File: src/rtl/commut_seq_pkg.sv
package commut_seq_pkg;

    localparam int NPH = 3;

    typedef enum logic [2:0] {ST1, ST2, ST3, ST4, ST5, ST6} step_t;

    typedef enum logic [2:0] {MD_RUN, MD_TRI, MD_DLY, MD_IMM, MD_HOT} mode_t;

    typedef enum logic [1:0] {PH_OFF, PH_HI, PH_LO} drv_t;

    function automatic step_t step_next(step_t s);
        step_t n;
        unique case (s)
            ST1:     n = ST2;
            ST2:     n = ST3;
            ST3:     n = ST4;
            ST4:     n = ST5;
            ST5:     n = ST6;
            default: n = ST1;
        endcase
        return n;
    endfunction

    // Packed as {phase C, phase B, phase A}, two bits each
    function automatic drv_t phase_drive(step_t s, int ph);
        logic [5:0] v;
        unique case (s)
            ST1:     v = {PH_OFF, PH_LO,  PH_HI};
            ST2:     v = {PH_LO,  PH_OFF, PH_HI};
            ST3:     v = {PH_LO,  PH_HI,  PH_OFF};
            ST4:     v = {PH_OFF, PH_HI,  PH_LO};
            ST5:     v = {PH_HI,  PH_OFF, PH_LO};
            ST6:     v = {PH_HI,  PH_LO,  PH_OFF};
            default: v = {PH_OFF, PH_OFF, PH_OFF};
        endcase
        return drv_t'(v[2*ph +: 2]);
    endfunction

    function automatic logic [1:0] float_phase(step_t s);
        logic [1:0] f;
        unique case (s)
            ST1, ST4: f = 2'd2;
            ST2, ST5: f = 2'd1;
            default:  f = 2'd0;
        endcase
        return f;
    endfunction

endpackage

File: src/rtl/commut_sync.sv
module commut_sync #(
    parameter int               WIDTH   = 6,
    parameter int               STAGES  = 2,
    parameter logic [WIDTH-1:0] RST_VAL = '0
) (
    input  logic             clk,
    input  logic             rst_n,
    input  logic [WIDTH-1:0] din,
    output logic [WIDTH-1:0] dout
);

    logic [WIDTH-1:0] pipe [STAGES];

    always_ff @(posedge clk or negedge rst_n) begin
        if (!rst_n) begin
            for (int i = 0; i < STAGES; i++) pipe[i] <= RST_VAL;
        end else begin
            pipe[0] <= din;
            for (int i = 1; i < STAGES; i++) pipe[i] <= pipe[i-1];
        end
    end

    assign dout = pipe[STAGES-1];

endmodule

File: src/rtl/commut_fsm.sv
module commut_fsm
    import commut_seq_pkg::*;
(
    input  logic  clk,
    input  logic  rst_n,
    input  logic  clk_s,
    input  logic  seq_s,
    input  logic  mux_s,
    input  logic  brk_s,
    input  logic  dly_s,
    input  logic  hot_s,
    output step_t step,
    output mode_t mode
);

    logic clk_prev;
    logic dly_prev;
    logic dly_arm;
    logic init_lvl;
    logic imm_lvl;

    assign init_lvl = seq_s && !clk_s;
    assign imm_lvl  = seq_s && clk_s && !mux_s;

    // State register: step, edge history and delayed-brake arm
    always_ff @(posedge clk or negedge rst_n) begin
        if (!rst_n) begin
            step     <= ST1;
            clk_prev <= 1'b0;
            dly_prev <= 1'b1;
            dly_arm  <= 1'b0;
        end else begin
            clk_prev <= clk_s;
            dly_prev <= dly_s;
            if (brk_s)
                dly_arm <= 1'b0;
            else if (dly_prev && !dly_s)
                dly_arm <= 1'b1;
            if (init_lvl || imm_lvl)
                step <= ST1;
            else if (clk_s && !clk_prev && !seq_s)
                step <= step_next(step);
        end
    end

    // Mode decode in priority order
    always_comb begin
        if (hot_s)
            mode = MD_HOT;
        else if (imm_lvl)
            mode = MD_IMM;
        else if (dly_arm)
            mode = MD_DLY;
        else if (!brk_s || (seq_s && clk_s))
            mode = MD_TRI;
        else
            mode = MD_RUN;
    end

endmodule

File: src/rtl/commut_gates.sv
module commut_gates
    import commut_seq_pkg::*;
(
    input  step_t          step,
    input  mode_t          mode,
    output logic [NPH-1:0] hi_en,
    output logic [NPH-1:0] lo_en
);

    for (genvar p = 0; p < NPH; p++) begin : g_ph
        logic h;
        logic l;
        drv_t d;
        always_comb begin
            d = phase_drive(step, p);
            h = 1'b0;
            l = 1'b0;
            unique case (mode)
                MD_RUN: begin
                    h = (d == PH_HI);
                    l = (d == PH_LO);
                end
                MD_DLY, MD_IMM: l = 1'b1;
                default: ;
            endcase
        end
        assign hi_en[p] = h;
        assign lo_en[p] = l;
    end

endmodule

File: src/rtl/commut_bemf.sv
module commut_bemf
    import commut_seq_pkg::*;
(
    input  step_t          step,
    input  logic           mux_s,
    input  logic [NPH-1:0] cmp,
    output logic           bemf_out
);

    logic [1:0] idx;

    always_comb begin
        idx      = mux_s ? float_phase(step) : 2'd2;
        bemf_out = cmp[idx];
    end

endmodule

File: src/rtl/commut_seq.sv
module commut_seq
    import commut_seq_pkg::*;
#(
    parameter int SYNC_STAGES = 2
) (
    input  logic           clk,
    input  logic           rst_n,
    input  logic           comm_clk,
    input  logic           seq_init,
    input  logic           mux_mode,
    input  logic           brk_req_n,
    input  logic           dly_brk_n,
    input  logic           ot_flag,
    input  logic [NPH-1:0] bemf_cmp,
    output logic [NPH-1:0] hi_en,
    output logic [NPH-1:0] lo_en,
    output logic           bemf_out
);

    localparam int            NCTL    = 6;
    localparam logic [NCTL-1:0] CTL_RST = 6'b011000;

    logic [NCTL-1:0] ctl_s;
    logic  clk_s, seq_s, mux_s, brk_s, dly_s, hot_s;
    step_t step_w;
    mode_t mode_w;

    commut_sync #(.WIDTH(NCTL), .STAGES(SYNC_STAGES), .RST_VAL(CTL_RST)) u_sync (
        .clk  (clk),
        .rst_n(rst_n),
        .din  ({ot_flag, brk_req_n, dly_brk_n, mux_mode, seq_init, comm_clk}),
        .dout (ctl_s)
    );

    assign {hot_s, brk_s, dly_s, mux_s, seq_s, clk_s} = ctl_s;

    commut_fsm u_fsm (
        .clk  (clk),
        .rst_n(rst_n),
        .clk_s(clk_s),
        .seq_s(seq_s),
        .mux_s(mux_s),
        .brk_s(brk_s),
        .dly_s(dly_s),
        .hot_s(hot_s),
        .step (step_w),
        .mode (mode_w)
    );

    commut_gates u_gates (
        .step (step_w),
        .mode (mode_w),
        .hi_en(hi_en),
        .lo_en(lo_en)
    );

    commut_bemf u_bemf (
        .step    (step_w),
        .mux_s   (mux_s),
        .cmp     (bemf_cmp),
        .bemf_out(bemf_out)
    );

endmodule

File: config.mk
export PLATFORM = sky130hd
export DESIGN_NAME = commut_seq
export DESIGN_NICKNAME = d
export VERILOG_FILES = /design/src/rtl/commut_seq_pkg.sv /design/src/rtl/commut_sync.sv /design/src/rtl/commut_fsm.sv /design/src/rtl/commut_gates.sv /design/src/rtl/commut_bemf.sv /design/src/rtl/commut_seq.sv
export SDC_FILE = /design/constraint.sdc
export NUM_CORES = 1
export LEC_CHECK = 0
export BUFFER_PORTS_ARGS = -buffer_cell sky130_fd_sc_hd__buf_2
export CORE_ASPECT_RATIO = 0.9
export CORE_MARGIN = 3
export CORE_UTILIZATION = 54
export DETAILED_ROUTE_END_ITERATION = 16
export HOLD_SLACK_MARGIN = 0.15
export PLACE_DENSITY = 0.8
export SLEW_MARGIN = 5
export SYNTH_ARGS = -nofsm -noshare
export SYNTH_HDL_FRONTEND = slang
export SYNTH_SLANG_ARGS = --single-unit
export TNS_END_PERCENT = 100
File: constraint.sdc
create_clock -name clk -period 2.3 [get_ports clk]
set_input_delay 0.115 -clock clk [delete_from_list [all_inputs] [get_ports clk]]
set_output_delay 0.115 -clock clk [all_outputs]
set_load 0.05 [all_outputs]
==> impl_metrics.json, run 1 <==
{
  "initialDrtViolationCount": 8,
  "syn_to_final_growth_pct": 17.9,
  "grt_pass1_vias": 501,
  "worstMarginPinSlew_ps": 411,
  "status": "complete, no violations",
  "yosysWarnings": 0,
  "max_freq_ghz": 0.539,
  "dpl-instance-area_um2": 818,
  "reg2reg_depth": 3,
  "grt_pass1_wl_um": 2100,
  "clockBufferDepth": 2,
  "die_y_um": 42.2,
  "ant_nets": 0,
  "synth_top_family_by_area": "compound AO/OA/AOI/OAI gates",
  "syn_nets": 75,
  "grt_usage": 0.147,
  "ios": 18,
  "port_buffers": 17,
  "synth_seq_cells": 18,
  "r2r_end": "u_fsm.step[1]$_DFFE_PN0P_",
  "dr.pass1.iters": 2,
  "finalCritPeriodShare": 0.807,
  "finalInstanceArea_um2": 925,
  "synth_mux_area_frac": 0.0319,
  "layout_common_cells": "buf_2, dfrtp_1, dlygate4sd3_1",
  "hold_violations": 0,
  "gp_congestion": 0.743,
  "switching_share": 0.249,
  "yosys.area_share.simple": 0.107,
  "die_x_um": 46.2,
  "cts_made_buffers": 3,
  "layout_setup_ws_ps": 445,
  "crit_slowest_cell": "dfrtp_1",
  "synth_seq_area_share": 0.582,
  "slew_headroom": 0.726,
  "rows": 12,
  "combPwrFrac": 0.134,
  "cp-start-kind": "flip-flop",
  "die_area_um2": 1950,
  "grt_max_degree": 19,
  "num_antenna_cells": 0,
  "avgSynthCellArea_um2": 12.3,
  "routed_wl_um": 1170,
  "setup_viol": 0,
  "nets": 95,
  "layout-drive-gt1-share": 0.337,
  "synth-xor-area-share": 0.0335,
  "p_int_uw": 465,
  "synthAdderAreaFrac": 0,
  "async_reset_ff_frac": 1.00,
  "worstReg2RegStart": "u_fsm.step[0]$_DFFE_PN0P_",
  "final_common_cell": "buf_2",
  "clock_latency_ps": 280,
  "synth-compound-area-share": 0.144,
  "drt-vias-per-instance": 5.51,
  "syn_area_um2": 785,
  "synth_edf_count": 0,
  "coreArea_um2": 1290,
  "critPathMaxStageDelay_ps": 560,
  "fin_setup_tns_ps": 0,
  "irDropWorstVdd_mv": 0.607,
  "finalMaxSlewViolations": 0,
  "clk_pin_slew_ps": 100,
  "crit_type": "flip-flop to output pin",
  "postSynthCellCount": 64,
  "grt_overflow": 0,
  "post-place-ws_ps": 767,
  "path_max_fanout": 10,
  "cts_tree": "yes",
  "p_seq_frac": 0.568,
  "crit_path_end_kind": "output pin",
  "antenna_found_initial": 0,
  "synth.distinct_cells": 29,
  "power_frac_clock": 0.298,
  "power_density_nw_per_um2": 670,
  "p_sw_uw": 154,
  "via_count": 534,
  "worstHoldPathType": "input pin to async pin",
  "htreeDepth": 1,
  "path_cells": "mux2_4, a32o_1, a22o_1, buf_2",
  "grt_setup_unrepaired": "false",
  "power_leakage_nw": 0.448,
  "layout_min_cycle_time_ps": 1860,
  "start_util": 0.608,
  "fin_worst_skew_ps": 7.10,
  "regToRegSetupSlack_ps": 1050,
  "clock_sinks": 18,
  "detail_route.wl_per_cell_um": 12.0,
  "root_buffer": "clkbuf_4",
  "max_cap_viol_count": 0,
  "drc": 0,
  "critPathRequiredTime_ps": 2180,
  "synthFlopType": "dfrtp_1",
  "cp.arrival_ps": 1740
}
-- metrics by stage --
| step | power (mW) | instances | util | hold slack, ps |
|---|---|---|---|---|
| 5_1_grt | 0.658 | 97 | 0.716 | 304 |
| 2_1_floorplan | 0.418 | 64 | - | -181 |
| 6_report | 0.619 | 97 | 0.716 | 263 |
| 3_5_place_dp | 0.433 | 86 | 0.634 | 53.7 |
| 3_3_place_gp | 0.430 | 86 | 0.634 | 51.5 |
| 4_1_cts | 0.629 | 97 | 0.716 | 270 |
-- synthesized netlist by cell type, drive strengths merged, types with 2 or more instances --
library cell,instances,area [µm²]
buf,9,68.8
dfstp,5,131
nor4,2,12.5
xor2,2,17.5
o41ai,3,26.3
nor3b,2,20.0
nand2,2,7.51
inv,3,11.3
dfrtp,13,325
o21ai,2,10.0
a21oi,5,25.0
nor2,2,7.51
-- layer usage --
metal	GRT usage	wire length, µm
met1	0.199	538
met2	0.223	541
met3	0.0300	80
met4	0.0682	5
met5	0	0
-- sequential cells by signal, summed over array words and instances, names as in the netlist --
name / flops
u_sync.pipe: 6
u_fsm.dly_arm: 1
u_sync.dout: 6
u_fsm.step: 3
u_fsm.clk_prev: 1
u_fsm.dly_prev: 1
-- worst max-delay path by stage --
| stage | start | endpoint | slack [ps] |
|---|---|---|---|
| 2_1_floorplan | u_fsm.step[0]$_DFFE_PN0P_ | bemf_out | 870 |
| 3_3_place_gp | u_fsm.step[0]$_DFFE_PN0P_ | bemf_out | 790 |
| 3_5_place_dp | u_fsm.step[0]$_DFFE_PN0P_ | bemf_out | 770 |
| 4_1_cts | u_fsm.step[0]$_DFFE_PN0P_ | bemf_out | 440 |
| 5_1_grt | u_sync.dout[1]$_DFF_PN0_ | lo_en[2] | 330 |
| 6_report | u_fsm.step[0]$_DFFE_PN0P_ | bemf_out | 440 |
-- cells by family (layout without fill, tap and decap cells) --
logic type | count (synthesis) | count (layout)
flip-flops | 18 | 18
AND/OR/NAND/NOR | 13 | 13
buffers and inverters | 12 | 31
multiplexers | 2 | 2
AO/OA/AOI/OAI | 16 | 16
XOR/XNOR | 3 | 3
-- power groups by stage --
stage	sequential, mW	clock, mW	combinational (mW)
after floorplan	0.350	0	0.0681
after global placement	0.356	0	0.0736
after detailed placement	0.358	0	0.0751
after CTS	0.352	0.193	0.0842
after global routing	0.355	0.212	0.0918
final	0.352	0.184	0.0832
-- repair_timing --
action	4_1_cts	5_1_grt
setup buffers	0	0
hold buffers	7	0
resized for setup	0	0
hold endpoints to repair	24	0
-- layout make-up --
cell class | instances | area (µm²)
Tap cell | 14 | 17.5
Multi-Input combinational cell | 34 | 248
Fill cell | 88 | 367
Sequential cell | 18 | 457
Inverter | 3 | 11.3
Timing Repair Buffer | 24 | 155
Clock buffer | 4 | 36.3
-- critical path: cells and delay by family (launching register included) --
family / cells / cell delay (ps)
compound gates: 2 / 360
buf+inv: 1 / 200
flops: 1 / 560
mux: 1 / 330
Power figures use the tool's default switching activity.
==> run 2, diff against run 1 <==
Settings changed: CORE_UTILIZATION 54 to 50, PLACE_DENSITY 0.8 to 0.75.
Clock period 2.3 ns to 1.8 ns, I/O delays scaled along.
==> run 2 against run 1 <==
Compared with the run above: utilization grew 0.61 points; clock skew is 2.8 ps lower; non-clock buffer count grew 3; total power grew 22%; via count grew 1.1%; sequential share of layout area down 2.1 points; die area rose by 6.9%; first-iteration DRC count is 50% lower; final area rose by 5.5%; cell count rose by 3.1%; critical endpoint unchanged.
==> impl_metrics.json, run 2 (synthesized netlist as in run 1, its figures left out) <==
{
  "status": "complete, no violations",
  "fin_setup_tns_ps": 0,
  "hpwl_um": 783,
  "ant_nets": 0,
  "clk_pin_slew_ps": 90,
  "hold_ws_ps": 262,
  "worstHoldPathType": "input pin to async pin",
  "rows": 12,
  "max_cap_viol_count": 0,
  "grt_usage": 0.142,
  "power_frac_clock": 0.250,
  "layout_common_cells": "buf_2, dfrtp_1, dlygate4sd3_1, buf_4",
  "grt_setup_unrepaired": "true",
  "crit_family": "flip-flops",
  "port_buffers": 17,
  "die_y_um": 43.6,
  "post-route-util": 0.722,
  "via_count": 540,
  "crit_type": "flip-flop to output pin",
  "combPwrFrac": 0.156,
  "finalMaxSlewViolations": 0,
  "crit_slowest_cell": "dfrtp_2",
  "switching_share": 0.252,
  "critPathMaxStageDelay_ps": 490,
  "drt-vias-per-instance": 5.40,
  "die_area_um2": 2080,
  "layout_min_cycle_time_ps": 1750,
  "clock_latency_ps": 280,
  "drc": 0,
  "clockBufferDepth": 2,
  "p_sw_uw": 191,
  "antenna_found_initial": 0,
  "layout-drive-gt1-share": 0.442,
  "gp_congestion": 0.752,
  "fillCellCount": 102,
  "power_leakage_nw": 0.465,
  "fin_worst_skew_ps": 4.33,
  "hold_violations": 0,
  "detail_route.wl_per_cell_um": 11.7,
  "finalCritPeriodShare": 0.971,
  "p_seq_frac": 0.594,
  "syn_to_final_growth_pct": 24.4,
  "cts_made_buffers": 3,
  "grt_max_degree": 19,
  "dr.pass1.iters": 2,
  "grt_pass1_vias": 511,
  "power_density_nw_per_um2": 776,
  "setup_viol": 0,
  "coreArea_um2": 1350,
  "slew_headroom": 0.758,
  "nets": 98,
  "initialDrtViolationCount": 4,
  "die_x_um": 47.8,
  "cp.arrival_ps": 1660,
  "ios": 18,
  "root_buffer": "clkbuf_4",
  "path_max_fanout": 10,
  "cp.buffers_inverters": 1,
  "cts_tree": "yes",
  "critPathRequiredTime_ps": 1710,
  "p_int_uw": 566,
  "cp-start-kind": "flip-flop",
  "num_antenna_cells": 0,
  "htreeDepth": 1,
  "crit_path_end_kind": "output pin",
  "regToRegSetupSlack_ps": 590,
  "worstMarginPinSlew_ps": 362,
  "start_util": 0.581,
  "routed_wl_um": 1170,
  "clock_sinks": 18,
  "grt_overflow": 0,
  "max_freq_ghz": 0.572,
  "grt_pass1_wl_um": 2110,
  "irDropWorstVdd_mv": 0.579,
  "path_cells": "mux2_4, a32o_1, a22o_1, buf_2",
  "total_power_uw": 757,
  "final_common_cell": "buf_2"
}
## run 2: changes by cell type in the layout (fill, tap and decap cells not counted), moves of 2 or more
| cell | change |
|---|---|
| buf_4 | +7 |
| buf_2 | -4 |
| dfrtp_1 | -4 |
| dfrtp_2 | +4 |
| o41ai_1 | -2 |
| o41ai_2 | +2 |
## run 2: worst reg2reg max path: stages, from the launching register on
cell      delay (ps)
dfrtp_2          450
nor3b_2          320
a21oi_1          120
a211oi_1         230
## run 2: repair_timing
action,CTS,global route
resized for setup,2,14
buffers inserted,0,3
hold endpoints to repair,24,0
endpoints found under the setup margin,1,5
pin swaps,0,4
hold buffers,7,0
## run 2: final timing paths
path	from	depth (start not counted)	to
setup / recovery	u_fsm.step[0]$_DFFE_PN0P_	4	bemf_out
hold / removal	rst_n	2	u_sync.dout[0]$_DFF_PN0_
setup reg to reg	u_sync.dout[1]$_DFF_PN0_	3	u_fsm.step[1]$_DFFE_PN0P_
hold reg to reg	u_sync.pipe[11]$_DFF_PN0_	0	u_sync.dout[5]$_DFF_PN0_
max in group asynchronous	rst_n	2	u_fsm.dly_prev$_DFF_PN1_
min in group clk	u_sync.pipe[11]$_DFF_PN0_	0	u_sync.dout[5]$_DFF_PN0_
## run 2: metal layers
layer,part of all wire,global-route usage,vias up
li1,-,-,266
met1,0.43,0.206,249
met2,0.48,0.198,20
met3,0.063,0.0249,5
met4,0.026,0.0806,0
met5,0,0,-
## run 2: power groups by stage
stage | registers (mW) | clock network [mW] | logic, mW
after floorplan | 0.447 | 0 | 0.0870
after global placement | 0.456 | 0 | 0.0943
after detailed placement | 0.457 | 0 | 0.0954
after CTS | 0.450 | 0.201 | 0.107
after global routing | 0.454 | 0.227 | 0.131
final | 0.450 | 0.189 | 0.118
## run 2: stage by stage
stage / worst slack, ps / std cells / cell area [µm²]
after floorplan: 395 / 64 / 785
after global placement: 312 / 86 / 818
after detailed placement: 279 / 86 / 818
after CTS: 3.58 / 97 / 917
after global routing: -31.5 / 100 / 976
final: 52.9 / 100 / 976
## run 2: cell type report
class	instances	area, µm²	share of cell area
sequential	18	462	0.473
multi-input combinational	34	272	0.278
timing repair buffer	27	188	0.192
clock buffer	4	26.3	0.0269
tap	14	17.5	0.0179
inverter	3	11.3	0.0115
==> run 3, diff against run 2 <==
--- a/config.mk
+++ b/config.mk
@@ -9,9 +9,8 @@
 export CORE_ASPECT_RATIO = 0.9
 export CORE_MARGIN = 3
-export CORE_UTILIZATION = 50
+export CORE_UTILIZATION = 28
 export DETAILED_ROUTE_END_ITERATION = 16
 export HOLD_SLACK_MARGIN = 0.15
-export PLACE_DENSITY = 0.75
-export SLEW_MARGIN = 5
+export SLEW_MARGIN = 20
 export SYNTH_ARGS = -nofsm -noshare
 export SYNTH_HDL_FRONTEND = slang
==> constraint.sdc (replaced) <==
create_clock -name clk -period 1.8 [get_ports clk]
set_input_delay 0.54 -clock clk [delete_from_list [all_inputs] [get_ports clk]]
set_output_delay 0.54 -clock clk [all_outputs]
set_load 0.05 [all_outputs]
==> run 3 against run 2 <==
Compared with the run above: the run now ends with negative setup slack left; fmax down 20%; wire length grew 11%; die area up 67%; global-route usage down 6.3 points; clock skew about the same; first-iteration DRC count grew 75%; largest cell class unchanged.
==> impl_metrics.json, run 3 (synthesized netlist as in run 1, its figures left out) <==
{
  "fin_setup_tns_ps": -2220,
  "finalCritPeriodShare": 1.21,
  "path_max_fanout": 6,
  "syn_to_final_growth_pct": 28.1,
  "grt_setup_unrepaired": "true",
  "clk_pin_slew_ps": 100,
  "die_x_um": 61.8,
  "gp_congestion": 0.676,
  "max_cap_viol_count": 0,
  "grt_overflow": 0,
  "layout_min_cycle_time_ps": 2180,
  "violations": "negative setup slack",
  "grt_max_degree": 19,
  "setup_viol": 7,
  "fillCellCount": 263,
  "regToRegSetupSlack_ps": 510,
  "start_util": 0.307,
  "crit_path_end_kind": "output pin",
  "clockBufferDepth": 2,
  "hpwl_um": 999,
  "antenna_found_initial": 0,
  "irDropWorstVdd_mv": 0.471,
  "die_y_um": 56.2,
  "ios": 18,
  "nets": 98,
  "grt_pass1_vias": 524,
  "grt_usage": 0.0792,
  "layout_common_cells": "buf_4, dfrtp_1, buf_2",
  "final_common_cell": "buf_4",
  "multi_input_comb_area_um2": 284,
  "num_antenna_cells": 0,
  "cp-start-kind": "flip-flop",
  "rows": 17,
  "drt-vias-per-instance": 4.80,
  "power_leakage_nw": 0.486,
  "htreeDepth": 1,
  "dpl-instance-area_um2": 912,
  "cp.arrival_ps": 1640,
  "detail_route.wl_per_cell_um": 11.4,
  "layout-drive-gt1-share": 0.512,
  "fin_worst_skew_ps": 4.70,
  "final-seq-area_um2": 457,
  "grt_pass1_wl_um": 2130,
  "clock_sinks": 18,
  "root_buffer": "clkbuf_4",
  "critPathRequiredTime_ps": 1260,
  "coreArea_um2": 2550,
  "worstHoldPathType": "input pin to async pin",
  "die_area_um2": 3470,
  "drc": 0,
  "layout_setup_ws_ps": -384,
  "initialDrtViolationCount": 7,
  "finalMaxSlewViolations": 0,
  "port_buffers": 17,
  "power_density_nw_per_um2": 809,
  "cts_tree": "yes",
  "routed_wl_um": 1300,
  "clock_latency_ps": 280,
  "cts_made_buffers": 3,
  "max_freq_ghz": 0.458,
  "via_count": 547,
  "worstMarginPinSlew_ps": 371,
  "slew_headroom": 0.753,
  "status": "finished with violations",
  "finalInstanceArea_um2": 1000,
  "crit_type": "flip-flop to output pin",
  "dr.pass1.iters": 3,
  "ant_nets": 0,
  "hold_violations": 0
}
==> run 3: what timing repair did <==
item                       in CTS  in global routing
gates resized for setup        11                  3
setup endpoints to repair       7                  7
setup buffers                   0                  1
pin swaps                       0                  1
hold buffers                    0                  0
cloned                          0                  0
==> run 3: layout make-up <==
| cell class | instances | area share |
|---|---|---|
| Inverter | 3 | 0.0112 |
| Tap cell | 28 | 0.0349 |
| Clock buffer | 4 | 0.0361 |
| Sequential cell | 18 | 0.455 |
| Multi-Input combinational cell | 34 | 0.283 |
| Timing Repair Buffer | 27 | 0.181 |
==> run 3: metrics by stage <==
step                      cells  setup slack, ps  hold WS [ps]  power, mW  utilization
final                       114             -384           157      0.813        0.394
after global routing        114             -478           157      0.859        0.394
after CTS                   113             -397           153      0.830        0.387
after detailed placement    109             -137           342      0.572        0.357
after global placement      109            -62.6           333      0.569        0.357
after floorplan              64             5.12           244      0.537            -
==> run 3: critical path, stage by stage, from the launching register on <==
cell and delay, ps:
dfstp_2 540, nand3b_1 220, o41ai_2 350, buf_4 250
==> run 3: final timing paths <==
kind	startpoint	endpoint	depth (start not counted)
max in group asynchronous	rst_n	u_sync.pipe[9]$_DFF_PN1_	1
worst min-delay path	rst_n	u_sync.dout[0]$_DFF_PN0_	1
worst max register to register	u_sync.dout[1]$_DFF_PN0_	u_fsm.step[1]$_DFFE_PN0P_	4
worst max-delay path	u_sync.dout[4]$_DFF_PN1_	lo_en[1]	3
min in group clk	dly_brk_n	u_sync.pipe[9]$_DFF_PN1_	1
worst min register to register	u_sync.pipe[6]$_DFF_PN0_	u_sync.dout[0]$_DFF_PN0_	0
==> run 3: metal layers <==
layer	vias up	GRT usage	wire (µm)
met2	18	0.129	672
met5	-	0	0
met3	0	0.0278	90
met1	263	0.0987	535
met4	0	0.0182	0
li1	266	-	-
==> run 3: power breakdown <==
part,switching [mW],leakage [nW],internal [mW],total [mW]
Sequential,0.0135,0.212,0.429,0.442
Combinational,0.0783,0.254,0.0568,0.135
Clock,0.112,0.0210,0.123,0.235
Total,0.204,0.486,0.608,0.813
